==> config.mk <==
export PLATFORM = sky130hd
export DESIGN_NAME = mlane_spi_path
export DESIGN_NICKNAME = d
export VERILOG_FILES = /design/src/rtl/mlane_spi_path.sv
export SDC_FILE = /design/constraint.sdc
export NUM_CORES = 1
export LEC_CHECK = 0
export BUFFER_PORTS_ARGS = -buffer_cell sky130_fd_sc_hd__clkbuf_2
export CORE_MARGIN = 4
export CORE_UTILIZATION = 32
export CTS_BUF_LIST = sky130_fd_sc_hd__clkbuf_16
export DETAILED_ROUTE_END_ITERATION = 7
export RECOVER_POWER = 100
export SLEW_MARGIN = 0
export SYNTH_ARGS = -nofsm -noshare
export SYNTH_HDL_FRONTEND = slang
export SYNTH_SLANG_ARGS = --single-unit
==> constraint.sdc <==
create_clock -name clk -period 4.5 [get_ports clk]
set_input_delay 0.675 -clock clk [delete_from_list [all_inputs] [get_ports clk]]
set_output_delay 0.675 -clock clk [all_outputs]
set_load 0.02 [all_outputs]
==> src/rtl/mlane_spi_path.sv <==
module mlane_spi_path #(
  parameter int LANES = 1,
  parameter int MAXW  = 16,
  parameter int CNTW  = 16,
  localparam int BW   = $clog2(MAXW + 1)
) (
  input  logic             clk,
  input  logic             rst_n,
  input  logic             start,
  input  logic [1:0]       mode,
  input  logic             rx_dir,
  input  logic [CNTW-1:0]  word_count,
  input  logic [BW-1:0]    word_bits,
  input  logic [LANES-1:0] rx_lane_en,
  input  logic [LANES-1:0] tx_lane_en,
  input  logic             idle_level,
  input  logic [MAXW-1:0]  tx_data,
  input  logic             tx_valid,
  output logic             tx_ready,
  output logic [MAXW-1:0]  rx_data,
  output logic             rx_valid,
  input  logic             rx_ready,
  output logic             busy,
  output logic             done,
  output logic             err,
  output logic             sclk,
  output logic             cs_n,
  output logic [LANES-1:0] sdo,
  input  logic [LANES-1:0] sdi
);

  localparam int IW = $clog2(MAXW);
  localparam int PW = $clog2(LANES + 1);
  localparam logic [1:0] MD_SINGLE = 2'd0;
  localparam logic [1:0] MD_STRIPE = 2'd1;
  localparam logic [1:0] MD_MIRROR = 2'd2;

  typedef enum logic [2:0] {S_IDLE, S_LOAD, S_SHIFT, S_EMIT, S_FIN} state_t;

  state_t            st;
  logic [1:0]        mode_q;
  logic              rx_q;
  logic              err_q;
  logic [BW-1:0]     bits_q;
  logic [LANES-1:0]  act;
  logic [CNTW-1:0]   left;
  logic [PW-1:0]     lane_ptr;
  logic [IW-1:0]     bitc;
  logic              phase;
  logic [MAXW-1:0]   txw [LANES];
  logic [MAXW-1:0]   rxw [LANES];

  function automatic int ones(input logic [LANES-1:0] m);
    int c;
    c = 0;
    for (int i = 0; i < LANES; i++) c += int'(m[i]);
    return c;
  endfunction

  function automatic logic [PW-1:0] next_lane(input logic [LANES-1:0] m, input int cur);
    logic [PW-1:0] r;
    r = PW'(LANES);
    for (int i = LANES - 1; i >= 0; i--)
      if (m[i] && i > cur) r = PW'(i);
    return r;
  endfunction

  function automatic logic not_multiple(input logic [CNTW-1:0] c, input int n);
    logic r;
    r = 1'b0;
    for (int k = 1; k <= LANES; k++)
      if (n == k && (c % k) != 0) r = 1'b1;
    return r;
  endfunction

  logic [LANES-1:0] sel_mask, new_act;
  logic [PW-1:0]    nxt_lane, new_first, act_first;
  logic             bad_cfg;
  int               n_sel;

  assign sel_mask  = rx_dir ? rx_lane_en : tx_lane_en;
  assign n_sel     = ones(sel_mask);
  assign new_act   = (mode == MD_SINGLE) ? LANES'(1) : sel_mask;
  assign new_first = next_lane(new_act, -1);
  assign act_first = next_lane(act, -1);
  assign nxt_lane  = next_lane(act, int'(lane_ptr));

  assign bad_cfg = (mode == 2'd3) || (mode == MD_MIRROR && rx_dir) ||
                   (word_count == '0) || (word_bits == '0) ||
                   (int'(word_bits) > MAXW) ||
                   (mode != MD_SINGLE && n_sel == 0) ||
                   (mode == MD_STRIPE && not_multiple(word_count, n_sel));

  always_ff @(posedge clk or negedge rst_n) begin
    if (!rst_n) begin
      st       <= S_IDLE;
      mode_q   <= MD_SINGLE;
      rx_q     <= 1'b0;
      err_q    <= 1'b0;
      bits_q   <= '0;
      act      <= '0;
      left     <= '0;
      lane_ptr <= '0;
      bitc     <= '0;
      phase    <= 1'b0;
      for (int l = 0; l < LANES; l++) begin
        txw[l] <= '0;
        rxw[l] <= '0;
      end
    end else begin
      case (st)
        S_IDLE: if (start) begin
          mode_q <= mode;
          rx_q   <= rx_dir;
          bits_q <= word_bits;
          left   <= word_count;
          act    <= new_act;
          err_q  <= bad_cfg;
          phase  <= 1'b0;
          bitc   <= IW'(int'(word_bits) - 1);
          lane_ptr <= new_first;
          for (int l = 0; l < LANES; l++) rxw[l] <= '0;
          if (bad_cfg)     st <= S_FIN;
          else if (rx_dir) st <= S_SHIFT;
          else             st <= S_LOAD;
        end
        S_LOAD: if (tx_valid) begin
          left <= left - 1'b1;
          for (int l = 0; l < LANES; l++)
            if ((mode_q == MD_MIRROR) ? act[l] : (PW'(l) == lane_ptr)) txw[l] <= tx_data;
          if (mode_q == MD_MIRROR || nxt_lane == PW'(LANES)) begin
            st    <= S_SHIFT;
            bitc  <= IW'(int'(bits_q) - 1);
            phase <= 1'b0;
          end else begin
            lane_ptr <= nxt_lane;
          end
        end
        S_SHIFT: begin
          phase <= ~phase;
          if (phase) begin
            if (rx_q)
              for (int l = 0; l < LANES; l++)
                if (act[l]) rxw[l] <= {rxw[l][MAXW-2:0], sdi[l]};
            if (bitc == '0) begin
              lane_ptr <= act_first;
              if (rx_q)             st <= S_EMIT;
              else if (left == '0)  st <= S_FIN;
              else                  st <= S_LOAD;
            end else begin
              bitc <= bitc - 1'b1;
            end
          end
        end
        S_EMIT: if (rx_ready) begin
          left <= left - 1'b1;
          if (nxt_lane == PW'(LANES)) begin
            if (left == CNTW'(1)) begin
              st <= S_FIN;
            end else begin
              st    <= S_SHIFT;
              bitc  <= IW'(int'(bits_q) - 1);
              phase <= 1'b0;
              for (int l = 0; l < LANES; l++) rxw[l] <= '0;
            end
          end else begin
            lane_ptr <= nxt_lane;
          end
        end
        default: begin
          st    <= S_IDLE;
          err_q <= 1'b0;
        end
      endcase
    end
  end

  logic [MAXW-1:0] rx_word;
  always_comb begin
    rx_word = '0;
    for (int l = 0; l < LANES; l++)
      if (PW'(l) == lane_ptr) rx_word = rxw[l];
  end

  assign busy     = (st != S_IDLE);
  assign done     = (st == S_FIN);
  assign err      = (st == S_FIN) && err_q;
  assign tx_ready = (st == S_LOAD);
  assign rx_valid = (st == S_EMIT);
  assign rx_data  = rx_valid ? rx_word : '0;
  assign sclk     = (st == S_SHIFT) && phase;
  assign cs_n     = !(st == S_LOAD || st == S_SHIFT || st == S_EMIT);

  for (genvar g = 0; g < LANES; g++) begin : g_lane
    assign sdo[g] = (st == S_SHIFT && !rx_q && act[g]) ? txw[g][bitc] : idle_level;
  end

  p_reject_r9: assert property (@(posedge clk) disable iff (!rst_n)
    (start && !busy && bad_cfg) |=> (done && err));

  p_mirror_rx_r8: assert property (@(posedge clk) disable iff (!rst_n)
    (start && !busy && rx_dir && mode == MD_MIRROR) |=> (err && cs_n && !sclk));

  p_rx_quiet_r5: assert property (@(posedge clk) disable iff (!rst_n)
    rx_valid |-> (!sclk && !cs_n));

  p_rx_hold_r5: assert property (@(posedge clk) disable iff (!rst_n)
    (rx_valid && !rx_ready) |=> (rx_valid && $stable(rx_data)));

  p_done_pulse_r10: assert property (@(posedge clk) disable iff (!rst_n)
    done |=> (!done && !busy));

  p_width_r11: assert property (@(posedge clk) disable iff (!rst_n)
    rx_valid |-> ((rx_data >> bits_q) == '0));

endmodule

==> run metrics, run 1 <==
Pwr per Cell Area=595.8 mW/mm^2; first-pass GRT wire length=15070 um; #FFs+latches synth=66; measured slew at the worst slew-check pin=1739 ps; Max Clk Rate=291.7 MHz; Max rail drop VDD=0.0002074 V; via count=3080; # rows=38; Starting DRT DRC Count=218; Post-Layout Cell Count=597; Core Area=0.01108 sq mm; number of port buffers=72; Crit path top cell by count=clkbuf_1; Final Cycle Share=76.17%; crit-path max FO=24; nets=505; initial antenna violation count=0; Lkg Pwr=1.870 nW; Die H=115.3 um; Starting Density=33.27%; clk root buf=clkbuf_16; Gates resized, CTS repair=0; Detailed Routing Iterations Pass 1=4; Yosys top cell area share=44.81%; Ant. Diodes=0; worst rel slew slack=-15.95%; hold violation count in the final report=0; share of cells above drive strength 1=24.51%; Post-Syn Area=0.003686 sq mm; fraction of registers with async set/reset=100.0%; RSZ-0062 raised after global routing=false; Routed Antenna Nets=0; IO Pins=73; critical path type=reg2out; Synth cell types=57; Slew Limit Fails=32; wire length per cell=15.28 um; post-synthesis sequential area ratio=44.81%; Post-CTS Setup Bufs=0; cts hold-fix bufs=0; CTS tree=yes; Post-Route Skew=4.988 ps; worst-skew pair later-pin latency=330 ps; DRC violations left=0; sum of negative setup slack=0 ps; data required time of the worst path=3830 ps; violated checks=max-capacitance violations, max-slew violations; hold_ws=479.6 ps; GP Congestion=0.8302; crit path launch type=register; CTS H-tree depth=3; crit-path max cell delay=820 ps; Hold Path Class=reg2reg; post-layout minimum cycle time=3428 ps; Synth-to-Final Area Change=19.14%; post-synthesis net count=442; largest net degree at the start of global routing=37; Max Cap Viol=1; CP Cell Sequence=inv_1, nor3_1, clkbuf_1, nand3b_1, mux2_2, clkbuf_1; Arr. time, crit path=2750 ps; Synth Warn #=0; Post-synth EDFFs=0; largest cells by area after synthesis=dfrtp_1, mux2_2, nand2_1; final instance area=0.004392 sq mm; area post-placement=0.004156 sq mm; vias in the first global route=3006; CP endpoint kind=output pin; Synth Instances=389; Worst path slowest cell=clkbuf_1; grt ovf=0; Synth area leader=dfrtp_1; GRT Total Usage=14.35%; # setup viols final=0; dpl cells=581; clk slew on worst S/H paths=50 ps; CTS Buf Count=9; clock buffer depth=2; Via density=5.159; Syn Area/Cell=9.476 sq um; Die W=115.3 um; die area=0.01330 sq mm; overall power=0.002616 W; most used flip-flop cell after synthesis=dfrtp_1; Total Wirelength=9122 um; status=finished with violations; HPWL Detailed=6777 um; clk sinks=66
-- area by class of cell --
cell class              instances  area (sq um)
clock inverters                 7         67.56
repair buffers                 76         364.1
well taps                     140         175.2
flip-flops and latches         66          1652
inverters                       8         30.03
fillers                      1142          6686
multi-input cells             291          1878
clock buffers                   9         225.2
-- cells by family (layout without fill, tap and decap cells) --
group | Yosys count | after routing | synth area share, %
compound gates | 102 | 102 | 17.07
xor+xnor | 3 | 3 | 0.7130
fa+ha+maj | 4 | 4 | 1.358
buf+inv | 32 | 100 | 3.530
flops | 66 | 66 | 44.81
mux | 35 | 35 | 12.46
simple gates | 147 | 147 | 20.06
-- cell usage in the layout (no fill, tap or decap), types with 2 or more instances in the layout --
cell type / synthesis / layout
buf_4: 2 / 2
inv_6: 0 / 2
nand4_1: 2 / 2
mux2_2: 25 / 25
ha_1: 4 / 4
and2_0: 0 / 11
nor2b_1: 3 / 3
a32oi_1: 3 / 3
a21oi_1: 24 / 24
a211oi_1: 2 / 3
o21ai_0: 39 / 39
a2bb2oi_1: 2 / 2
nand3b_1: 3 / 3
or3_1: 2 / 2
mux2i_1: 2 / 2
o32ai_1: 3 / 3
dfrtp_1: 66 / 66
a21boi_0: 2 / 2
nand2b_1: 5 / 5
inv_1: 8 / 8
nand2_1: 59 / 59
a21o_1: 3 / 3
and3_1: 3 / 3
clkbuf_2: 1 / 57
nor3_1: 9 / 9
a31oi_1: 3 / 3
clkbuf_16: 0 / 9
o22ai_1: 4 / 4
mux4_2: 5 / 5
clkbuf_1: 19 / 17
xnor2_1: 2 / 2
clkinv_1: 0 / 2
and2_1: 18 / 7
nor2_1: 24 / 24
nand3_1: 3 / 3
nor4_1: 8 / 9
o211ai_1: 4 / 4
mux2_4: 3 / 3
-- through the flow --
stage          setup WS [ps]  utilization [%]
6_report                1072            39.64
5_1_grt                869.9            39.64
4_1_cts                 1378            40.16
3_5_place_dp            1704            37.52
3_3_place_gp            1778            37.52
2_1_floorplan           1913                -
-- cell usage after synthesis (all sizes together), types with 4 or more instances --
cell type   n
o21ai      41
nor4        9
and2       18
ha          4
buf         4
o22ai       4
nand2      59
a21oi      24
inv         8
dfrtp      66
nor3        9
mux2       28
nor2       25
mux4        5
clkbuf     20
nand2b      5
o211ai      4
-- registers in the layout, indices dropped and copies added (netlist names) --
signal and count:
phase 1, lane_ptr 1, rxw 16, bitc 4
rx_q 1, txw 16, mode_q 2, left 16
st 3, err_q 1, bits_q 4, act 1
-- routing by layer --
layer  vias to the layer above  wire (um)  GRT usage, %
met2                        79       4082         21.06
met5                         -          0             0
li1                       1523          -             -
met4                         0        259         7.903
met3                        16        419         2.368
met1                      1462       4360         20.15
-- critical path, delay by kind of cell (launching register included) --
kind	cells	cell delay, ps
buffers and inverters	3	1150
and+or+nand+nor	2	400
muxes	1	270
DFF	1	580
-- report_power, final --
part / switching (W) / total, W / internal (W)
Combinational: 0.000482 / 0.000894 / 0.000411
Sequential: 0.000226 / 0.00103 / 0.000804
Clock: 0.000265 / 0.000693 / 0.000427
Total: 0.000973 / 0.00262 / 0.00164
-- worst paths after layout --
kind / to / slack (ps) / startpoint / cells after the start
worst max-delay path: sdo / 1070 / st[1] / 6
worst min-delay path: rxw[15] / 480 / rxw[15] / 2
worst max register to register: rxw[8] / 1480 / left[6] / 5
worst min register to register: rxw[15] / 480 / rxw[15] / 2
max in group asynchronous: left[11] / 2430 / rst_n / 2
min in group asynchronous: txw[11] / 800 / rst_n / 1
Power figures use the tool's default switching activity.
==> inputs of run 2 (changes only) <==
clock period = 2.9 ns   (was 4.5 ns; I/O delays follow)
==> run 2 against run 1 <==
Net effect:
- the run still ends with max-capacitance violations, max-slew violations left
- sequential share of layout area shrank 0.37 points
- clock skew is 3.0 ps higher
- global-route usage shrank 0.44 points
- sequential power is 54% higher
- clock power increased by 57%
- hold slack got worse by 150 ps
- clock-buffer cell count unchanged
- final area increased by 1.0%
- total power is 56% higher
- critical path depth decreased by 2
- register-to-register slack worse by 1200 ps
- largest cell class unchanged
==> run metrics, run 2 (synthesis gave the netlist of run 1 again) <==
largest net degree at the start of global routing=67; Die H=115.3 um; Setup crit start=bitc[0]; initial antenna violation count=0; Max rail drop VDD=0.0003963 V; cts hold-fix bufs=0; Starting DRT DRC Count=278; Core Area=0.01108 sq mm; commonest non-fill, non-tap cells in the layout=dfrtp_1, clkbuf_2, nand2_1; R2R cell count=6; crit-path max cell delay=560 ps; Post-CTS Setup Bufs=0; Arr. time, crit path=2340 ps; Lkg Pwr=1.915 nW; Max Cap Viol=1; violated checks=max-capacitance violations, max-slew violations; Worst setup endpoint=sdo; share of cells above drive strength 1=27.00%; routed wl met2=4207 um; Synth-to-Final Area Change=20.33%; status=finished with violations; wire length per cell=15.07 um; crit-path max FO=7; Crit path top cell by count=mux4_2; Final Cycle Share=95.70%; Int Power=0.002548 W; Detailed Routing Iterations Pass 1=4; Hold Path Class=in2reg; grt ovf=0; Worst R2R Setup Slack=260 ps; Gates resized, CTS repair=0; CP endpoint kind=output pin; Max Clk Rate=360.3 MHz; combinational share of power=34.1%; Slew Limit Fails=67; sum of negative setup slack=0 ps; Net Sw Power=0.001529 W; GP Congestion=0.7918; data required time of the worst path=2470 ps; max layer used=met4; Routed Antenna Nets=0; Total Wirelength=9089 um; GRT Total Usage=13.92%; critical path type=reg2out; hold violation count in the final report=0; die area=0.01330 sq mm; CTS H-tree depth=3; Starting Density=33.27%; CTS tree=yes; HPWL Detailed=6597 um; clk root buf=clkbuf_16; Via density=5.245; Ant. Diodes=0; clock buffer depth=2; post-layout minimum cycle time=2775 ps; Met1 Wirelength=4280 um; vias in the first global route=3087; Sw Share=37.50%; Die W=115.3 um; CTS Buf Count=9; clk sinks=66; clk slew on worst S/H paths=60 ps; RSZ-0062 raised after global routing=false; measured slew at the worst slew-check pin=1656 ps; Post-Route Skew=7.964 ps; area post-placement=0.004202 sq mm; worst rel slew slack=-10.42%; final instance area=0.004436 sq mm; CP Cell Sequence=mux4_2, mux4_2, mux2_2, clkbuf_2; Critical R2R Capture=rxw[14]; IO Pins=73; biggest registers after layout=left (16), rxw (16), txw (16); fraction of power consumed by the clock network=26.8%; # rows=38; Filler Cell Count=1110; Worst path slowest cell=mux4_2; nets=511; crit path launch type=register; routed wl met3=469 um; worst-skew pair later-pin latency=330 ps; DRC violations left=0; # setup viols final=0; Flop pwr share=39.1%; via count=3163; Pwr per Cell Area=919.2 mW/mm^2; first-pass GRT wire length=14860 um; number of port buffers=72; FF-to-FF Start=left[7]
## run 2: cell types whose count changed in the layout (fill, tap and decap cells not counted), moves of 3 or more
cell	change
and2_0	-7
and2_1	+7
buf_4	+3
clkbuf_1	-6
clkbuf_2	+9
mux2_4	-3
## run 2: per-layer routing
metal,vias up,global-route usage [%]
li1,1533,-
met4,0,5.243
met1,1527,19.47
met3,13,2.105
met2,90,21.84
met5,-,0
## run 2: cell type report
| class | instances | area (sq um) | area share (%) |
|---|---|---|---|
| clock buffers | 9 | 225.2 | 5.078 |
| clock inverters | 7 | 76.32 | 1.721 |
| inverters | 8 | 30.03 | 0.6770 |
| multi-input cells | 291 | 1868 | 42.12 |
| flip-flops and latches | 66 | 1652 | 37.24 |
| well taps | 140 | 175.2 | 3.949 |
| repair buffers | 82 | 409.1 | 9.224 |
## run 2: how the worst min path moves through the flow
stage,slack (ps),from,cells after the start,to
2_1_floorplan,140,rst_n,0,act
3_3_place_gp,460,rxw[15],2,rxw[15]
3_5_place_dp,470,rxw[15],2,rxw[15]
4_1_cts,330,rst_n,2,txw[10]
5_1_grt,350,tx_data[4],2,txw[4]
6_report,330,sdi,3,rxw[0]
## run 2: stage by stage
| step | power (W) | cells | setup WS (ps) | hold slack [ps] | util (%) |
|---|---|---|---|---|---|
| after floorplan | 0.002657 | 389 | 552.9 | 139.4 | - |
| after global placement | 0.003007 | 587 | 523.4 | 456.8 | 37.93 |
| after detailed placement | 0.003068 | 587 | 435.4 | 470.8 | 37.93 |
| after CTS | 0.004186 | 603 | 77.18 | 327.5 | 40.65 |
| after global routing | 0.004372 | 603 | 4.968 | 345.3 | 40.04 |
| final | 0.004077 | 603 | 124.8 | 334.2 | 40.04 |
## run 2: power by group through the flow
| stage | Sequential, W | Combinational, W | Clock [W] |
|---|---|---|---|
| global route | 0.00166 | 0.00156 | 0.00115 |
| global placement | 0.00160 | 0.00140 | 0 |
| floorplan | 0.00145 | 0.00121 | 0 |
| finish | 0.00159 | 0.00139 | 0.00109 |
| CTS | 0.00160 | 0.00147 | 0.00112 |
| detailed placement | 0.00161 | 0.00146 | 0 |
## run 2: worst max-delay path: cells and delay by family, from the launching register on
family | cells | cell delay (ps)
flops | 1 | 540
mux | 3 | 1320
buf+inv | 1 | 150
==> inputs of run 3 (changes only) <==
--- a/constraint.sdc
+++ b/constraint.sdc
@@ -3,2 +3,2 @@
 set_output_delay 0.435 -clock clk [all_outputs]
-set_load 0.02 [all_outputs]
+set_load 0.005 [all_outputs]
==> run 3 against run 2 <==
Net effect:
- the flow still finishes with violations (max-capacitance violations, max-slew violations)
- first-iteration DRC count decreased by 29%
- die area did not move
- sequential power barely moved
- non-clock buffer count is the same
- register-to-register slack better by 40 ps
- clock-buffer cell count is the same
- final area decreased by 0.34%
- sequential share of layout area is 0.13 points higher
- largest power group unchanged
==> run metrics, run 3 (synthesis gave the netlist of run 1 again) <==
status=finished with violations; violated checks=max-capacitance violations, max-slew violations; RSZ-0062 raised after global routing=false; Slew Limit Fails=31; Multi-input gate area=0.001872 sq mm; Max rail drop VDD=0.0003628 V; biggest registers after layout=left (16), rxw (16), txw (16); crit-path leading delay family=multiplexers; Starting DRT DRC Count=197; CTS H-tree depth=3; commonest non-fill, non-tap cells in the layout=dfrtp_1, clkbuf_2, nand2_1; die area=0.01330 sq mm; post-layout minimum cycle time=2678 ps; clk sinks=66; nets=511; Gates resized, CTS repair=0; Post-CTS Setup Bufs=0; IO Pins=73; Ant. Diodes=0; Arr. time, crit path=2240 ps; initial antenna violation count=0; CP Cell Sequence=mux4_2, mux4_2, mux2_2, clkbuf_1; hold violation count in the final report=0; wire length per cell=14.72 um; critical path type=reg2out; crit path buf inv count=1; number of port buffers=72; grt ovf=0; Die H=115.3 um; cts hold-fix bufs=0; Lkg Pwr=1.908 nW; Post-Route Skew=5.961 ps; Via density=5.093; crit-path max FO=7; commonest non-fill, non-tap cell in the layout=dfrtp_1; clk slew on worst S/H paths=50 ps; Filler Cell Count=1123; Routed Antenna Nets=0; Total Wirelength=8875 um; Worst path slowest cell=mux4_2; Synth-to-Final Area Change=19.93%; worst-skew pair later-pin latency=330 ps; overall power=0.003981 W; sum of negative setup slack=0 ps; Final Cycle Share=92.34%; GRT Total Usage=13.81%; first-pass GRT wire length=14640 um; Core Area=0.01108 sq mm; DRC violations left=0; CP endpoint kind=output pin; Max Clk Rate=373.4 MHz; Hold Path Class=in2reg; GP Congestion=0.7838; Detailed Routing Iterations Pass 1=5; clk root buf=clkbuf_16; Crit path top cell by count=mux4_2; crit-path max cell delay=550 ps; CTS Buf Count=9; CTS tree=yes; # rows=38; Pwr per Cell Area=900.7 mW/mm^2; # setup viols final=0; Die W=115.3 um; vias in the first global route=3022; largest net degree at the start of global routing=38; Reg area=0.001652 sq mm; clock buffer depth=2; Max Cap Viol=1; measured slew at the worst slew-check pin=1597 ps; crit path launch type=register; share of cells above drive strength 1=25.92%; worst rel slew slack=-6.446%; via count=3071; HPWL Detailed=6609 um; data required time of the worst path=2470 ps; Starting Density=33.27%
[run 3: power by group]
group / switching [W] / leakage (nW) / internal, W / total, W
logic: 0.000699 / 0.922 / 0.000644 / 0.00134
registers: 0.000347 / 0.834 / 0.00125 / 0.00160
clock network: 0.000387 / 0.152 / 0.000657 / 0.00104
[run 3: stage by stage]
| step | worst slack [ps] | hold WS [ps] | cell area, sq um | instances | utilization, % |
|---|---|---|---|---|---|
| floorplan | 603.1 | 139.4 | 3686 | 389 | - |
| global placement | 572.0 | 454.8 | 4214 | 587 | 38.04 |
| detailed placement | 535.8 | 475.2 | 4214 | 587 | 38.04 |
| CTS | 173.8 | 199.7 | 4501 | 603 | 40.63 |
| global route | 64.95 | 337.3 | 4420 | 603 | 39.90 |
| finish | 222.1 | 339.0 | 4420 | 603 | 39.90 |
[run 3: final timing paths]
path / from / endpoint / slack (ps) / depth (start not counted)
max in group asynchronous: rst_n / left[10] / 730 / 2
hold reg to reg: rxw[15] / rxw[15] / 480 / 2
min in group asynchronous: rst_n / txw[14] / 500 / 1
hold / removal: tx_data[12] / txw[12] / 340 / 2
setup / recovery: bitc[0] / sdo / 220 / 4
setup reg to reg: left[6] / rxw[3] / 300 / 6
[run 3: layout make-up]
class                   count  area share, %
repair buffers             82          9.171
multi-input cells         291          42.34
clock inverters             7          1.387
well taps                 140          3.963
inverters                   8         0.6793
clock buffers               9          5.095
flip-flops and latches     66          37.36
[run 3: per-layer routing]
layer / vias up / wire length (um) / track usage, % / part of all wire [%]
li1: 1539 / - / - / -
met3: 13 / 503 / 2.158 / 5.7
met2: 82 / 3871 / 20.72 / 44
met5: - / 0 / 0 / 0
met1: 1437 / 4301 / 19.50 / 48
met4: 0 / 198 / 6.651 / 2.2
